`src/rtl/hazard_pkg.sv`:
```
package hazard_pkg;

    typedef enum logic [2:0] {
        HZ_CLEAR  = 3'd0,
        HZ_EXEC   = 3'd1,
        HZ_MEMACC = 3'd2,
        HZ_WBACK  = 3'd3,
        HZ_BUSY   = 3'd4
    } hz_cause_e;

    typedef enum logic {
        ST_FLOW = 1'b0,
        ST_HOLD = 1'b1
    } front_state_e;

endpackage

```
`src/rtl/cmp_detect.sv`:
```
module cmp_detect
    import hazard_pkg::*;
#(
    parameter int REG_W = 5
) (
    input  logic [REG_W-1:0] src_a,
    input  logic [REG_W-1:0] src_b,
    input  logic             ex_we,
    input  logic             ex_sel_rd,
    input  logic [REG_W-1:0] ex_rt,
    input  logic [REG_W-1:0] ex_rd,
    input  logic             mem_we,
    input  logic [REG_W-1:0] mem_dst,
    input  logic             wb_we,
    input  logic [REG_W-1:0] wb_dst,
    output hz_cause_e        cause
);

    function automatic logic reads_dst(input logic [REG_W-1:0] d,
                                       input logic [REG_W-1:0] a,
                                       input logic [REG_W-1:0] b);
        return (d != '0) && ((d == a) || (d == b));
    endfunction

    logic [REG_W-1:0] ex_dst;
    logic             hit_ex, hit_mem, hit_wb;

    assign ex_dst  = ex_sel_rd ? ex_rd : ex_rt;
    assign hit_ex  = ex_we  && reads_dst(ex_dst,  src_a, src_b);
    assign hit_mem = mem_we && reads_dst(mem_dst, src_a, src_b);
    assign hit_wb  = wb_we  && reads_dst(wb_dst,  src_a, src_b);

    always_comb begin
        if (hit_ex)       cause = HZ_EXEC;
        else if (hit_mem) cause = HZ_MEMACC;
        else if (hit_wb)  cause = HZ_WBACK;
        else              cause = HZ_CLEAR;
    end

endmodule

```
`src/rtl/busy_board.sv`:
```
module busy_board
    import hazard_pkg::*;
#(
    parameter int REG_W = 5
) (
    input  logic             clk,
    input  logic             rst,
    input  logic [REG_W-1:0] src_a,
    input  logic [REG_W-1:0] src_b,
    input  logic             issue_en,
    input  logic [REG_W-1:0] issue_dst,
    input  logic             retire_en,
    input  logic [REG_W-1:0] retire_dst,
    output hz_cause_e        cause
);

    localparam int NREG = 1 << REG_W;

    logic [NREG-1:0] pending;

    assign pending[0] = 1'b0;

    for (genvar g = 1; g < NREG; g++) begin : g_bit
        logic mark, release_now;
        assign mark        = issue_en  && (issue_dst  == REG_W'(g));
        assign release_now = retire_en && (retire_dst == REG_W'(g));
        always_ff @(posedge clk) begin
            if (rst)               pending[g] <= 1'b0;
            else if (mark)         pending[g] <= 1'b1;
            else if (release_now)  pending[g] <= 1'b0;
        end
    end

    always_comb begin
        if (pending[src_a] || pending[src_b]) cause = HZ_BUSY;
        else                                  cause = HZ_CLEAR;
    end

endmodule

```
`src/rtl/stall_ctrl.sv`:
```
module stall_ctrl
    import hazard_pkg::*;
(
    input  logic      rst,
    input  hz_cause_e cause,
    output logic      pc_we,
    output logic      fd_we,
    output logic      kill_ctl
);

    front_state_e state;

    always_comb begin
        if (rst) begin
            state = ST_FLOW;
        end else begin
            unique case (cause)
                HZ_CLEAR:  state = ST_FLOW;
                HZ_EXEC,
                HZ_MEMACC,
                HZ_WBACK,
                HZ_BUSY:   state = ST_HOLD;
                default:   state = ST_HOLD;
            endcase
        end
    end

    always_comb begin
        unique case (state)
            ST_FLOW: begin
                pc_we    = 1'b1;
                fd_we    = 1'b1;
                kill_ctl = 1'b0;
            end
            ST_HOLD: begin
                pc_we    = 1'b0;
                fd_we    = 1'b0;
                kill_ctl = 1'b1;
            end
            default: begin
                pc_we    = 1'b0;
                fd_we    = 1'b0;
                kill_ctl = 1'b1;
            end
        endcase
    end

endmodule

```
`src/rtl/raw_stall_unit.sv`:
```
module raw_stall_unit
    import hazard_pkg::*;
#(
    parameter int MODE  = 0,
    parameter int REG_W = 5
) (
    input  logic             clk,
    input  logic             rst,
    input  logic [REG_W-1:0] ifid_rs,
    input  logic [REG_W-1:0] ifid_rt,
    input  logic             idex_regwrite,
    input  logic             idex_regdst,
    input  logic [REG_W-1:0] idex_rt,
    input  logic [REG_W-1:0] idex_rd,
    input  logic             exmem_regwrite,
    input  logic [REG_W-1:0] exmem_dst,
    input  logic             memwb_regwrite,
    input  logic [REG_W-1:0] memwb_dst,
    input  logic             id_regwrite,
    input  logic [REG_W-1:0] id_dst,
    output logic             pc_write,
    output logic             ifid_write,
    output logic             bubble
);

    hz_cause_e cause;

    if (MODE == 0) begin : g_cmp
        logic unused_sb;
        assign unused_sb = ^{clk, id_regwrite, id_dst};

        cmp_detect #(.REG_W(REG_W)) u_cmp (
            .src_a     (ifid_rs),
            .src_b     (ifid_rt),
            .ex_we     (idex_regwrite),
            .ex_sel_rd (idex_regdst),
            .ex_rt     (idex_rt),
            .ex_rd     (idex_rd),
            .mem_we    (exmem_regwrite),
            .mem_dst   (exmem_dst),
            .wb_we     (memwb_regwrite),
            .wb_dst    (memwb_dst),
            .cause     (cause)
        );
    end else begin : g_board
        logic unused_cmp;
        logic issue_ok;
        assign unused_cmp = ^{idex_regwrite, idex_regdst, idex_rt, idex_rd,
                              exmem_regwrite, exmem_dst};
        assign issue_ok   = id_regwrite && !bubble;

        busy_board #(.REG_W(REG_W)) u_board (
            .clk        (clk),
            .rst        (rst),
            .src_a      (ifid_rs),
            .src_b      (ifid_rt),
            .issue_en   (issue_ok),
            .issue_dst  (id_dst),
            .retire_en  (memwb_regwrite),
            .retire_dst (memwb_dst),
            .cause      (cause)
        );
    end

    stall_ctrl u_ctrl (
        .rst      (rst),
        .cause    (cause),
        .pc_we    (pc_write),
        .fd_we    (ifid_write),
        .kill_ctl (bubble)
    );

endmodule

```
`config.mk`:
```
export PLATFORM = sky130hd
export DESIGN_NAME = raw_stall_unit
export DESIGN_NICKNAME = d
export VERILOG_FILES = /design/src/rtl/hazard_pkg.sv /design/src/rtl/cmp_detect.sv /design/src/rtl/busy_board.sv /design/src/rtl/stall_ctrl.sv /design/src/rtl/raw_stall_unit.sv
export SDC_FILE = /design/constraint.sdc
export NUM_CORES = 1
export LEC_CHECK = 0
export ABC_AREA = 1
export ABC_CLOCK_PERIOD_IN_PS = 2700
export BUFFER_PORTS_ARGS = -buffer_cell sky130_fd_sc_hd__buf_2
export CORE_MARGIN = 3
export CORE_UTILIZATION = 28
export DETAILED_ROUTE_END_ITERATION = 6
export GPL_ROUTABILITY_DRIVEN = 0
export MAX_ROUTING_LAYER = met4
export SETUP_SLACK_MARGIN = 0.2
export SYNTH_ARGS = -nofsm -noshare
export SYNTH_HDL_FRONTEND = slang
export SYNTH_HIERARCHICAL = 1
export SYNTH_SLANG_ARGS = --single-unit
```
`constraint.sdc`:
```
create_clock -name vclk -period 2.7
set_input_delay 0 -clock vclk [all_inputs]
set_output_delay 0 -clock vclk [all_outputs]
set_load 0.02 [all_outputs]
```
==> qor.yml <==
floorplan:
  die_width_um: 58.2
  placementRows: 18
  core-area_mm2: 0.00252
  start_util: 0.302
  die_area_mm2: 0.00338
  ioPinCount: 45
  fp.dieH_um: 58.2
final_layout:
  final_area_um2: 963
  syn2layout_area_growth_pct: 26.4
  num-clock-buffers: 0
  nFillCells: 310
  n_antenna_cell: 0
  regArea_um2: 0
  final_core_util: 0.382
  drive_above_1_share: 0.283
  multi_input_area_um2: 631
  design.seq.count: 0
  fin_nets: 231
drt:
  routed_via_density: 4.13
  drtIter0Drc: 24
  dr_total_vias: 897
  wl_per_cell_um: 8.69
  drt-pass1-iter-count: 4
  ant_nets: 0
  remaining_drc_errors: 0
  wirelength_mm: 1.89
min_path:
  hold-path-endpoint: "bubble"
  hold_path_depth: 3
  hold_start: "rst"
  hp-class: "in2out"
power:
  p_total_mw: 0.149
  powerDensity_mw_per_mm2: 154
  leakagePower_nw: 0.638
  ir_worst_vdd_uv: 72.1
cts:
  cts_resized: 0
  postCtsSetupBuffers: 0
  hold_buffers: 0
outcome:
  status: "complete, no violations"
timing:
  drv_slew: 0
  hold_violations: 0
  post-route-period-util: 0.487
  min_period_ps: 1310
  finalSetupViolCount: 0
  tns_ps: 0
  rsz0062_at_grt: "no"
  whs_ps: 263
  fmax_mhz: 760
logic_synthesis:
  ys_top_cells_by_count: "58 x nand2_1, 25 x inv_1, 17 x nand3_1"
  ys_top_cells_by_area: "nand2_1 29%, xor2_1 13%, inv_1 12%"
  post-synth-top-count-cell: "nand2_1"
  syn-num-nets: 194
  synth.top_cell.area_share: 0.286
  yosysSeqAreaShare: 0
  syn-cell-area_um2: 762
  yosysTopAreaCell: "nand2_1"
  ys_types: 19
  synth.avg_cell_area_um2: 5.01
  yosys_warnings: 6
  postSynthCellCount: 152
worst_setup_path:
  crit_path_end_kind: "output pin"
  worst-setup-path-type: "in2out"
  cp.arrival_ps: 1310
  crit_fanout: 9
  start_kind: "input pin"
  cp_data_required_time_ps: 2700
job:
  drv_cap: 0
grt:
  grt_max_degree: 10
  grt_pass1_wl_mm: 3.11
  grt_pass1_vias: 800
  grt_overflow: 0
  antenna_found_initial: 0
  track_usage: 0.115
placement:
  io_buffers: 38
  placed_area_um2: 963
  dpl.hpwl_mm: 1.74
worst max-delay path, stage by stage:
cell and delay [ps]:
buf_2 230, nand2_1 140, nand2_2 110, nand2_1 60, o21ai_1 70, inv_1 50
nand3_1 70, nand2_1 50, nand2_1 80, nand2_1 70, nor2_2 110, nand2_1 50
nand2_1 60, buf_2 160
per-stage QoR:
step | std cells | setup WS, ps
after floorplan | 152 | 1500
after global placement | 217 | 1370
after detailed placement | 217 | 1370
after CTS | 217 | 1370
after global routing | 217 | 1190
final | 217 | 1390
cell type report:
cell class	count	area share
Tap cell	30	0.0390
Inverter	26	0.109
Multi-Input combinational cell	123	0.655
Timing Repair Buffer	38	0.197
logic make-up after synthesis:
family,after synthesis,synth area share
and+or+nand+nor,101,0.596
buffers and inverters,29,0.172
xor gates and xnor gates,15,0.172
AOI/OAI and AO/OA,6,0.0542
other,1,0.00492
cell usage in the layout, fill, tap and decap left out, drive strengths merged:
master and n:
nand2 69, buf 38, inv 26, nand3 17, nor2 14, xor2 11
xnor2 4, o31ai 2, a21oi 2, o21ai 1, nor3 1, a21boi 1
conb 1
routing by layer:
metal	share of wire	vias up	global-route usage
li1	-	523	-
met1	0.51	351	0.149
met2	0.43	23	0.206
met3	0.064	0	0.00668
met4	0	0	0
met5	0	-	-
power breakdown:
part	internal [mW]	switching [mW]
logic	0.0625	0.0860
clock network	0	0
registers	0	0
worst max path at each step:
stage               cells past startpoint          to        start
floorplan                              15    pc_write  idex_regdst
global placement                       14  ifid_write  idex_regdst
detailed placement                     14  ifid_write  idex_regdst
CTS                                    14  ifid_write  idex_regdst
global route                           16  ifid_write  idex_regdst
finish                                 14  ifid_write  idex_regdst
Note: power is estimated with default switching activity, not from simulation.
